**src/rtl/cfgscan_pkg.sv**
```systemverilog
package cfgscan_pkg;

  localparam int IR_W = 4;
  localparam logic [IR_W-1:0] IR_CAPTURE  = 4'b0001;

  localparam logic [IR_W-1:0] OP_EXTEST   = 4'h0;
  localparam logic [IR_W-1:0] OP_SAMPLE   = 4'h1;
  localparam logic [IR_W-1:0] OP_IDCODE   = 4'h2;
  localparam logic [IR_W-1:0] OP_CLAMP    = 4'h4;
  localparam logic [IR_W-1:0] OP_HIGHZ    = 4'h5;
  localparam logic [IR_W-1:0] OP_PWRITE   = 4'h8;
  localparam logic [IR_W-1:0] OP_PREAD    = 4'h9;
  localparam logic [IR_W-1:0] OP_PSAVE    = 4'hA;
  localparam logic [IR_W-1:0] OP_PRESTORE = 4'hB;
  localparam logic [IR_W-1:0] OP_BYPASS   = 4'hF;

  typedef enum logic [1:0] {
    PATH_BYP  = 2'd0,
    PATH_ID   = 2'd1,
    PATH_PROG = 2'd2
  } path_e;

  // Strobes from the control half to the datapath half
  typedef struct packed {
    path_e path;
    logic  capture;
    logic  shift;
    logic  commit;
  } drStrobe_t;

  // Programming opcodes occupy 4'b10xx
  function automatic logic isProgOp(input logic [IR_W-1:0] op);
    return op[IR_W-1:IR_W-2] == 2'b10;
  endfunction

endpackage

```
**src/rtl/cfgScanShiftReg.sv**
```systemverilog
module cfgScanShiftReg #(
  parameter int W = 8
) (
  input  logic         tck,
  input  logic         trstN,
  input  logic         sel,
  input  logic         capture,
  input  logic         shift,
  input  logic         tdi,
  input  logic [W-1:0] capVal,
  output logic [W-1:0] q
);

  logic [W-1:0] shiftNext;

  generate
    if (W == 1) begin : g_single
      assign shiftNext = tdi;
    end else begin : g_multi
      assign shiftNext = {tdi, q[W-1:1]};
    end
  endgenerate

  always_ff @(posedge tck or negedge trstN) begin
    if (!trstN) begin
      q <= '0;
    end else if (sel && capture) begin
      q <= capVal;
    end else if (sel && shift) begin
      q <= shiftNext;
    end
  end

endmodule

```
**src/rtl/cfgScanCtrl.sv**
```systemverilog
module cfgScanCtrl
  import cfgscan_pkg::*;
(
  input  logic      tck,
  input  logic      trstN,
  input  logic      tlrState,
  input  logic      captureIr,
  input  logic      shiftIr,
  input  logic      updateIr,
  input  logic      captureDr,
  input  logic      shiftDr,
  input  logic      updateDr,
  input  logic      tdi,
  input  logic      busy,
  output drStrobe_t drCtl,
  output logic      irTdo,
  output logic      saveStart,
  output logic      restoreStart
);

  logic [IR_W-1:0] irShift;
  logic [IR_W-1:0] instr;
  logic            acceptIr;
  path_e           pathSel;

  // Programming opcodes are refused while the engine runs
  assign acceptIr = updateIr && !tlrState && !(busy && isProgOp(irShift));

  always_ff @(posedge tck or negedge trstN) begin
    if (!trstN) begin
      irShift <= IR_CAPTURE;
    end else if (captureIr) begin
      irShift <= IR_CAPTURE;
    end else if (shiftIr) begin
      irShift <= {tdi, irShift[IR_W-1:1]};
    end
  end

  always_ff @(posedge tck or negedge trstN) begin
    if (!trstN) begin
      instr <= OP_IDCODE;
    end else if (tlrState) begin
      instr <= OP_IDCODE;
    end else if (updateIr) begin
      instr <= acceptIr ? irShift : OP_BYPASS;
    end
  end

  always_ff @(posedge tck or negedge trstN) begin
    if (!trstN) begin
      saveStart    <= 1'b0;
      restoreStart <= 1'b0;
    end else begin
      saveStart    <= acceptIr && (irShift == OP_PSAVE);
      restoreStart <= acceptIr && (irShift == OP_PRESTORE);
    end
  end

  always_comb begin
    unique case (instr)
      OP_IDCODE:          pathSel = PATH_ID;
      OP_PWRITE, OP_PREAD: pathSel = PATH_PROG;
      default:            pathSel = PATH_BYP;
    endcase
    if (busy && isProgOp(instr)) begin
      pathSel = PATH_BYP;
    end
  end

  always_comb begin
    drCtl.path    = pathSel;
    drCtl.capture = captureDr;
    drCtl.shift   = shiftDr;
    drCtl.commit  = updateDr && !busy && (instr == OP_PWRITE);
  end

  assign irTdo = irShift[0];

endmodule

```
**src/rtl/cfgScanData.sv**
```systemverilog
module cfgScanData
  import cfgscan_pkg::*;
#(
  parameter int              CFG_BITS  = 96,
  parameter int              RSV_BITS  = 16,
  parameter logic [RSV_BITS-1:0] RSV_VALUE = 16'h5A3C,
  parameter int              ID_BITS   = 32,
  parameter logic [ID_BITS-1:0]  ID_VALUE  = 32'h0C3A_5E17
) (
  input  logic                tck,
  input  logic                trstN,
  input  drStrobe_t           drCtl,
  input  logic                tdi,
  output logic                drTdo,
  output logic [CFG_BITS-1:0] cfgOut
);

  localparam int CHAIN_BITS = CFG_BITS + RSV_BITS;
  localparam logic [ID_BITS-1:0] ID_CAPTURE = {ID_VALUE[ID_BITS-1:1], 1'b1};

  logic [0:0]            bypassQ;
  logic [ID_BITS-1:0]    idQ;
  logic [CHAIN_BITS-1:0] chainQ;
  logic [CFG_BITS-1:0]   cfgQ;

  cfgScanShiftReg #(.W(1)) u_bypass (
    .tck     (tck),
    .trstN   (trstN),
    .sel     (drCtl.path == PATH_BYP),
    .capture (drCtl.capture),
    .shift   (drCtl.shift),
    .tdi     (tdi),
    .capVal  (1'b0),
    .q       (bypassQ)
  );

  cfgScanShiftReg #(.W(ID_BITS)) u_ident (
    .tck     (tck),
    .trstN   (trstN),
    .sel     (drCtl.path == PATH_ID),
    .capture (drCtl.capture),
    .shift   (drCtl.shift),
    .tdi     (tdi),
    .capVal  (ID_CAPTURE),
    .q       (idQ)
  );

  cfgScanShiftReg #(.W(CHAIN_BITS)) u_chain (
    .tck     (tck),
    .trstN   (trstN),
    .sel     (drCtl.path == PATH_PROG),
    .capture (drCtl.capture),
    .shift   (drCtl.shift),
    .tdi     (tdi),
    .capVal  ({RSV_VALUE, cfgQ}),
    .q       (chainQ)
  );

  // Only the writable part of the chain reaches the settings register
  always_ff @(posedge tck or negedge trstN) begin
    if (!trstN) begin
      cfgQ <= '0;
    end else if (drCtl.commit) begin
      cfgQ <= chainQ[CFG_BITS-1:0];
    end
  end

  always_comb begin
    unique case (drCtl.path)
      PATH_ID:   drTdo = idQ[0];
      PATH_PROG: drTdo = chainQ[0];
      default:   drTdo = bypassQ[0];
    endcase
  end

  assign cfgOut = cfgQ;

endmodule

```
**src/rtl/cfgScanPath.sv**
```systemverilog
module cfgScanPath
  import cfgscan_pkg::*;
#(
  parameter int              CFG_BITS  = 96,
  parameter int              RSV_BITS  = 16,
  parameter logic [RSV_BITS-1:0] RSV_VALUE = 16'h5A3C,
  parameter int              ID_BITS   = 32,
  parameter logic [ID_BITS-1:0]  ID_VALUE  = 32'h0C3A_5E17
) (
  input  logic                tck,
  input  logic                trstN,
  input  logic                tlrState,
  input  logic                captureIr,
  input  logic                shiftIr,
  input  logic                updateIr,
  input  logic                captureDr,
  input  logic                shiftDr,
  input  logic                updateDr,
  input  logic                tdi,
  input  logic                busy,
  output logic                tdo,
  output logic                tdoEn,
  output logic [CFG_BITS-1:0] cfgOut,
  output logic                saveStart,
  output logic                restoreStart
);

  drStrobe_t drCtl;
  logic      irTdo;
  logic      drTdo;

  cfgScanCtrl u_ctrl (
    .tck          (tck),
    .trstN        (trstN),
    .tlrState     (tlrState),
    .captureIr    (captureIr),
    .shiftIr      (shiftIr),
    .updateIr     (updateIr),
    .captureDr    (captureDr),
    .shiftDr      (shiftDr),
    .updateDr     (updateDr),
    .tdi          (tdi),
    .busy         (busy),
    .drCtl        (drCtl),
    .irTdo        (irTdo),
    .saveStart    (saveStart),
    .restoreStart (restoreStart)
  );

  cfgScanData #(
    .CFG_BITS  (CFG_BITS),
    .RSV_BITS  (RSV_BITS),
    .RSV_VALUE (RSV_VALUE),
    .ID_BITS   (ID_BITS),
    .ID_VALUE  (ID_VALUE)
  ) u_data (
    .tck    (tck),
    .trstN  (trstN),
    .drCtl  (drCtl),
    .tdi    (tdi),
    .drTdo  (drTdo),
    .cfgOut (cfgOut)
  );

  // Output is launched half a cycle after the shift edge
  always_ff @(negedge tck or negedge trstN) begin
    if (!trstN) begin
      tdo   <= 1'b0;
      tdoEn <= 1'b0;
    end else begin
      tdoEn <= shiftIr || shiftDr;
      tdo   <= shiftIr ? irTdo : (shiftDr ? drTdo : 1'b0);
    end
  end

endmodule

```
**config.mk**
```make
export PLATFORM = sky130hd
export DESIGN_NAME = cfgScanPath
export DESIGN_NICKNAME = d
export VERILOG_FILES = /design/src/rtl/cfgscan_pkg.sv /design/src/rtl/cfgScanShiftReg.sv /design/src/rtl/cfgScanCtrl.sv /design/src/rtl/cfgScanData.sv /design/src/rtl/cfgScanPath.sv
export SDC_FILE = /design/constraint.sdc
export NUM_CORES = 1
export LEC_CHECK = 0
export CORE_UTILIZATION = 53
export CTS_BUF_LIST = sky130_fd_sc_hd__clkbuf_2 sky130_fd_sc_hd__clkbuf_4 sky130_fd_sc_hd__clkbuf_8
export DETAILED_ROUTE_END_ITERATION = 8
export PLACE_DENSITY_LB_ADDON = 0.15
export SYNTH_ARGS = -nofsm -noshare
export SYNTH_HDL_FRONTEND = slang
export SYNTH_SLANG_ARGS = --single-unit
```
**constraint.sdc**
```tcl
create_clock -name tck -period 1.9 [get_ports tck]
set_input_delay 0.19 -clock tck [delete_from_list [all_inputs] [get_ports tck]]
set_output_delay 0.19 -clock tck [all_outputs]
set_load 0.01 [all_outputs]
```
## Yosys cells after proc, flatten, opt, wreduce, memory -nomap -nowiden

Index checks and enable logic that the tools add are counted.

| storage, ports and cells | value |
|---|---|
| bits in writable memories | 0 |
| ROM bits | 0 |
| output and inout port bits | 100 |
| memories kept | 0 |
| word-level logic and storage cells | 60 |
| register bits after elaboration | 253 |
| bits in latches | 0 |

| cells by class | value |
|---|---|
| bitwise gates (word level) | 0 |
| multipliers | 0 |
| divide/modulo/power cells | 0 |
| eq/ne operators | 9 |
| shift operators | 0 |
| $add $sub $neg | 0 |
| order comparisons | 0 |
| multiplexer cells | 16 |
| reductions and logical operators | 25 |

Operators by type and width:

| operator | number |
|---|---|
| $mux 112 | 2 |
| $mux 32 | 2 |
| $mux 4 | 5 |
| $eq 4x4->1 const B | 4 |
| $logic_and 1x1->1 | 14 |
| $reduce_bool 2->1 | 5 |
| $eq 2x2->1 const B | 3 |
| $eq 4x2->1 const B | 1 |
| $mux 1 | 4 |
| $pmux 2 s2 | 1 |
| $logic_not 1->1 | 3 |
| $eq 2x1->1 const B | 1 |
| $logic_not 2->1 | 1 |
| $mux 2 | 1 |
| $pmux 1 s2 | 1 |
| $reduce_or 2->1 | 1 |
| $logic_or 1x1->1 | 1 |

## Longest topological paths before layout

Gate-level depths: netlist (run 1).

| depth | value |
|---|---|
| depth in word-level cells | 8 |
| mapped depth | 11 |
| gate-level depth less buffers | 7 |

## Modules after synthesis

From an unflattened synthesis (run 1), not the netlist that was laid out.

| second synthesis, totals | value |
|---|---|
| cells, all modules | 1084 |
| area total of the unflattened synthesis | 11721.2 um^2 |

Modules (own cells, without submodules):

| module | instances | area an instance (um^2) | cells each | sequential area each (um^2) |
|---|---|---|---|---|
| cfgScanShiftReg (u_data.u_chain) | 1 | 5676.7 | 635 | 2802.7 |
| cfgScanData | 1 | 3833.7 | 213 | 2402.3 |
| cfgScanShiftReg (u_data.u_ident) | 1 | 1604.0 | 183 | 800.8 |
| cfgScanCtrl | 1 | 470.5 | 41 | 252.7 |
| cfgScanPath | 1 | 68.8 | 6 | 50.0 |
| cfgScanShiftReg (u_data.u_bypass) | 1 | 67.6 | 6 | 25.0 |

==> run summary, run 1 <==
The run finished, with violations left. The final reports fail on negative setup slack. Row generation in the floorplan step produced 52 rows. Averaged over all synthesized cells, the footprint is 11.1 um^2. The via count came out at 7824. The number of clock sinks is between 200 and 300. In this run the critical register-to-register path is launched from u_ctrl.instr[1]. The first detailed-routing pass ran for 5 iterations.

The synthesized netlist cell count is 1005. The post-synthesis cell type with the largest combined area is dfrtp_1. The number of cell instances on the worst register-to-register path is 5. For met1 alone, demand over resource in global routing was 0.309. Setup repair after global routing could not meet its margin everywhere. The leakage power came out at 6.92 nW. In the post-synthesis netlist, the biggest area contributors are dfrtp_1 56%, nand2_1 8.2%, a22o_1 7.5%. The synthesis warning total came out at 0. The async set-reset flop share out of synthesis is 1.00. The clock insertion delay at the later pin of the skew report is 0.53 ns.

The count of unique library cells instantiated by Yosys is 35. The number of buffer cells added on primary ports came out at 110. The worst path arrival time came out at 1.92 ns. IR analysis of the VDD net gives a maximum drop of 553 uV. The TritonCTS clock tree is done.

The final layout net count came out at 1134. The synthesis-to-finish area growth came out at 24.0%. The first element of the critical path is u_ctrl.instr[1]. The top cell types in the final layout, fill and taps aside, are 249 x dfrtp_1, 243 x nand2_1, 105 x clkdlybuf4s50_1, 97 x nand3b_1, 96 x a22o_1. The global-route met3 utilization came out at 0.0478. The worst path setup slack after routing came out at -0.625 ns. The register bit count reported by yosys is 253. The detailed-placement wirelength estimate came out at ~13 mm.

The critical path endpoint is tdo. The library cell used most frequently in the layout, excluding fill and tap cells, is dfrtp_1. Wires add up to 23.5 mm.

The number of setup violations in the final report came out at 3. The tree is rooted in a clkbuf_8. The area share of the largest cell type after synthesis came out at 0.557. The relative slew slack came out at 0.539.

The hold violation total from the final report is 0. The count of inserted antenna diode cells came out at 0. The floorplan die height came out at 147 um. The power per cell area came out at 837 nW/um^2.

Of the cells placed in the final design, the portion with a size suffix greater than 1 is 0.202. The total grt overflow is 0. The type of origin of the critical path is a flip-flop. Synthesis produced a netlist with a net count of around 1k. The congestion estimate from routability-driven global placement came to about 0.76. Entering global routing, the biggest net connects approximately 130 pins. Clock skew on the completed layout was measured at 0.0348 ns. The clock input transition at the sequential cells of the worst setup and hold paths came out at 0.06 ns. The met2 usage in global routing came out at 0.342. The number of slew-limit violations in the final report was 0. The number of instances in the placed design is 1337. For this block, the initial DRC count from the detailed router was ~420. The endpoint kind of the worst setup timing path is a flip-flop. The maximum buffer depth of the clock tree is 3. The global router's overall resource usage came out at 0.219.

The routed length per instance is 16.6 um. The synthesized cell area came out at 11200 um^2. The via count of the first global-routing pass is ~7.6k. The area of the placeable core came out at 20500 um^2. The worst register-to-register path ends at tdo.

The setup check on the worst reg-to-reg path leaves a slack of -0.63 ns. In this run the remaining antenna-violating nets after routing total 0. In the synthesized netlist the dominant register cell turns out to be dfrtp_1. The via count normalized by instance count is around 5.5. The CTS buffer count came out at 42. The width of the die is 147 um.

The final cell count without fillers is 1422. The count of flip-flops with a built-in enable after synthesis is 0. The worst setup path is of the flip-flop to flip-flop kind. The count of pins on the block boundary is between 100 and 150. Data on the critical path is required at its endpoint by 1.30 ns. The transition at the pin with the smallest max-transition slack is 0.691 ns.

The overall power consumption came out at 11.6 mW. The area of the die came out at 21700 um^2. The max-capacitance violation count is 0.

The global-route wire length before repair is 38.9 mm. The depth of the CTS H-tree came out at 2. Final hold analysis gives a worst-case slack of between 0.08 and 0.09 ns. The busiest metal layer after global routing is met2.

The total DRC errors in the routed layout is 0. The share of synthesized area occupied by flip-flops and latches came out at 0.566. In this run the worst hold path is classified as input port to async pin. Of all nets on the critical path, the largest fanout is 3. The number of antenna violations at the first check in global routing is 0. For this configuration, the core starts out at a cell density of 0.546.
[power breakdown]
| group | internal [mW] | switching [mW] |
|---|---|---|
| clock network | 3.11 | 2.20 |
| registers | 5.57 | 0.0962 |
| logic | 0.246 | 0.398 |
[worst max-delay path: stages (launching register included)]
cell and delay (ns):
dfstp_2 0.56, nor4b_4 0.23, buf_4 0.17, ha_4 0.19, a221oi_2 0.16, o31ai_1 0.08
[worst min-delay path by stage]
stage	slack [ns]	to	depth (start not counted)	startpoint
after floorplan	-0.11	u_ctrl.instr[0]	0	trstN
after global placement	0.05	u_data.cfgOut[87]	1	trstN
after detailed placement	0.04	u_data.cfgOut[86]	1	trstN
after CTS	0.06	u_ctrl.saveStart	2	trstN
after global routing	0.08	u_ctrl.saveStart	2	trstN
final	0.09	u_ctrl.saveStart	2	trstN
[sequential cells by signal, indices dropped and copies added, names as in the netlist, 4 cells and up]
signal,count
u_data.u_ident.q,32
u_ctrl.irShift,4
u_ctrl.instr,4
u_data.u_chain.q,112
u_data.cfgOut,96
[synthesized netlist by cell type (all sizes together), types with 2 or more instances]
cell    number
buf         41
nor4         2
nand2      243
mux2        96
dfrtp      249
inv          6
o21ai       51
nand3b      97
ha           3
or2          3
nand2b      24
a22o        96
dfrtn        2
mux2i        4
dfstp        2
clkbuf      40
nor2        33
[metal layers]
layer | wire (um) | vias to the layer above
met3 | 1110 | 39
li1 | - | 3695
met1 | 11000 | 3922
met2 | 11100 | 168
met4 | 399 | 0
met5 | 0 | -
[per-stage QoR]
stage               TNS [ns]  setup slack [ns]  area [um^2]  utilization
floorplan             -0.615            -0.615        11200            -
global placement      -22.39            -0.918        12700        0.622
detailed placement    -27.59            -0.943        12700        0.622
CTS                    -1.25            -0.631        13700        0.670
global route           -1.49            -0.689        13900        0.677
finish                 -1.17            -0.625        13900        0.677
[cells by family after synthesis]
family                   Yosys count  synth area share
multiplexers                     100             0.114
adder cells (fa/ha/maj)            3           0.00336
buffers and inverters             87            0.0361
AO/OA/AOI/OAI                    156             0.104
AND/OR/NAND/NOR                  406             0.177
flip-flops                       253             0.566
[cell type report]
class                      instances  area (um^2)
multi-input combinational        665         4540
timing repair buffer             152         1680
fill                            1597         6620
inverter                           6         22.5
tap                              270          338
sequential                       253         6330
clock buffer                      71          940
clock inverter                     5         25.0
[what timing repair did]
item / 4_1_cts / 5_1_grt
endpoints found under the hold margin: 235 / 0
hold buffers: 1 / 0
endpoints found under the setup margin: 51 / 93
gates cloned: 0 / 4
setup buffers: 1 / 3
pin swaps: 0 / 10
gates resized for setup: 12 / 11
Note: power is estimated with default switching activity, not from simulation.
==> run 2, diff against run 1 <==
--- a/config.mk
+++ b/config.mk
@@ -9,6 +9,8 @@
 export CTS_BUF_LIST = sky130_fd_sc_hd__clkbuf_2 sky130_fd_sc_hd__clkbuf_4 sky130_fd_sc_hd__clkbuf_8
 export DETAILED_ROUTE_END_ITERATION = 8
 export PLACE_DENSITY_LB_ADDON = 0.15
+export SKIP_LAST_GASP = 1
+export SLEW_MARGIN = 40
 export SYNTH_ARGS = -nofsm -noshare
 export SYNTH_HDL_FRONTEND = slang
 export SYNTH_SLANG_ARGS = --single-unit
==> run summary, run 2 (synthesized netlist as in run 1, its figures left out) <==
The run finished, with violations left. The final reports fail on negative setup slack. For this design the ratio of total power to cell area is 837 nW/um^2.

The worst path arrival time came out at 1.92 ns. Leaving out filler cells and counting taps, the final layout contains 1422. The number of antenna violations at the first check in global routing came out at 0.

The via count is 7814. The buffering stage count on the worst path with inverters included is 1. The total grt overflow came out at 0. CTS placed an instance of clkbuf_8 at the clock tree root. The synthesis-to-finish area growth is 24.0%. The number of setup violations in the final report is 3. The worst path setup slack after routing is -0.626 ns. Max-cap violations in this run came to 0. The number of instances in the placed design is 1337. The placement-stage cell area came out at 12700 um^2. The row count is 52. For this run, the total global-route usage over all layers was measured as 0.219. For this design, the slowest cell found on the critical path is dfstp_2. The top cell types in the final layout, fill and taps aside, are 249 x dfrtp_1, 243 x nand2_1, 105 x clkdlybuf4s50_1, 97 x nand3b_1, 96 x a22o_1. Clock-pin slew was measured on the worst setup and hold paths at 0.06 ns.

The detailed-placement wirelength estimate is 13.1 mm. The CTS buffer count is 42. The finished cells cover ~14000 um^2.

The area of the placeable core is 20500 um^2. During I/O placement, the number of pins put on the boundary was 111. The worst setup path is launched from a flip-flop. The global placement routability congestion is 0.755.

The relative slew slack is 0.529. 0 antenna diodes ended up in the layout. The critical path is of the flip-flop to flip-flop type. The number of flip-flops under the largest register name is between 100 and 150. For this run, the slowest stage of the critical path takes ~0.56 ns. The first detailed-routing pass took 4 iterations. For the pin with the worst max-slew slack, the measured transition is 0.707 ns. Once detail routing completed, the nets flagged for antenna violations numbered 0. On the critical path the largest part of the delay comes from flip-flops.

Measured along the y axis, the die boundary spans 147 um. The first global-routing pass estimated 38.9 mm of wire. After detailed routing, the average wire length per cell comes to 16.6 um. The maximum buffer depth of the clock tree came out at 3. The area of the die is 21700 um^2. The required time of the critical path is 1.30 ns.

After detailed routing, the number of remaining DRC violations is 0. In this run the number of H-tree levels came out at 2. The worst hold-check slack came out at 0.0886 ns. The most common library cell in the layout ignoring fill and taps is dfrtp_1. The analysis attributes to cell leakage a power of between 6 and 7 nW.

The register containing the most flip-flops in the final layout is u_data.u_chain.q. The starting DRC count in detailed routing is 434. The number of slew-limit violations in the final report was 0. The hold violation total from the final report came to 0. Setup repair after global routing could not meet its margin everywhere. Entering global routing, the biggest net connects roughly 130 pins. During placement, the flow inserted port buffers numbering 110. The initial core utilization came out at 0.546.

The maximum clock skew at final layout came out at 0.0356 ns. Walking the worst path, the cells encountered are nor4b_4 > buf_4 > ha_4 > a221oi_2 > o31ai_1. The number of clock sinks came out at roughly 250. The final layout net count is ~1.1k.

The clock insertion delay at the later pin of the skew report came out at 0.54 ns. The width of the die came out at 147 um. The worst vdd rail ir drop came out at 553 uV. The via count of the first global-routing pass is 7563. The TritonCTS clock tree is done. The worst hold path belongs to the class input port to async pin. The worst setup path is captured at a flip-flop.

The routed design has between 20 and 25 mm of wire. The share of cells above drive strength 1 came out at 0.202. The via count normalized by instance count came out at approximately 5.5.

The maximum fanout encountered on the critical timing path came out at 3.
## run 2: changes by cell type in the layout (fill, tap and decap cells not counted)
cell | previous run | this run
o21ai_0 | 44 | 46
o21ai_1 | 5 | 3
buf_6 | 6 | 5
buf_4 | 18 | 19
## run 2: worst paths after layout
path / slack, ns / startpoint / depth (start not counted) / endpoint
worst max-delay path: -0.63 / u_ctrl.instr[1] / 5 / tdo
worst min-delay path: 0.09 / trstN / 2 / u_ctrl.saveStart
worst max register to register: -0.63 / u_ctrl.instr[1] / 5 / tdo
worst min register to register: 0.48 / u_data.u_ident.q[16] / 2 / u_data.u_ident.q[16]
max in group asynchronous: 0.73 / trstN / 2 / tdo
min in group tck: 0.19 / captureDr / 4 / u_data.u_chain.q[81]
## run 2: cell type report
cell class                 instances  area, um^2
fill                            1599        6630
sequential                       253        6330
multi-input combinational        665        4540
timing repair buffer             152        1680
clock buffer                      71         940
tap                              270         338
clock inverter                     5        25.0
inverter                           6        22.5
## run 2: layer usage
layer,vias to the layer above,GRT usage,wire length (um)
met5,-,0,0
met4,0,0.0613,403
met1,3917,0.309,11000
met3,40,0.0478,1090
met2,167,0.342,11100
li1,3690,-,-
## run 2: metrics by stage
step | setup TNS (ns) | setup WS (ns) | utilization | power (mW)
after global routing | -2.25 | -0.689 | 0.677 | 12.1
after global placement | -22.39 | -0.918 | 0.622 | 6.39
final | -1.17 | -0.626 | 0.677 | 11.6
after floorplan | -0.615 | -0.615 | - | 6.10
after CTS | -1.39 | -0.631 | 0.670 | 11.7
after detailed placement | -27.59 | -0.943 | 0.622 | 6.41
## run 2: report_power, final
part | switching (mW) | internal (mW) | total, mW
Clock | 2.19 | 3.11 | 5.30
Sequential | 0.0963 | 5.57 | 5.67
Combinational | 0.398 | 0.245 | 0.643
Total | 2.69 | 8.92 | 11.6
## run 2: repair_timing
action / 4_1_cts / 5_1_grt
resized for setup: 9 / 11
cloned: 0 / 4
setup endpoints to repair: 51 / 93
hold endpoints to repair: 235 / 0
setup buffers: 1 / 3
hold buffers: 1 / 0
## run 2: worst register-to-register path: stages, from the launching register on
cell and delay (ns):
dfstp_2 0.56, nor4b_4 0.23, buf_4 0.17, ha_4 0.19
a221oi_2 0.16, o31ai_1 0.08
==> run 3, diff against run 2 <==
--- a/config.mk
+++ b/config.mk
@@ -10,7 +10,7 @@
 export DETAILED_ROUTE_END_ITERATION = 8
 export PLACE_DENSITY_LB_ADDON = 0.15
 export SKIP_LAST_GASP = 1
-export SLEW_MARGIN = 40
+export SLEW_MARGIN = 30
 export SYNTH_ARGS = -nofsm -noshare
 export SYNTH_HDL_FRONTEND = slang
 export SYNTH_SLANG_ARGS = --single-unit
==> results of run 3 <==
No change in the layout: final DEF, timing and power equal those of run 2.
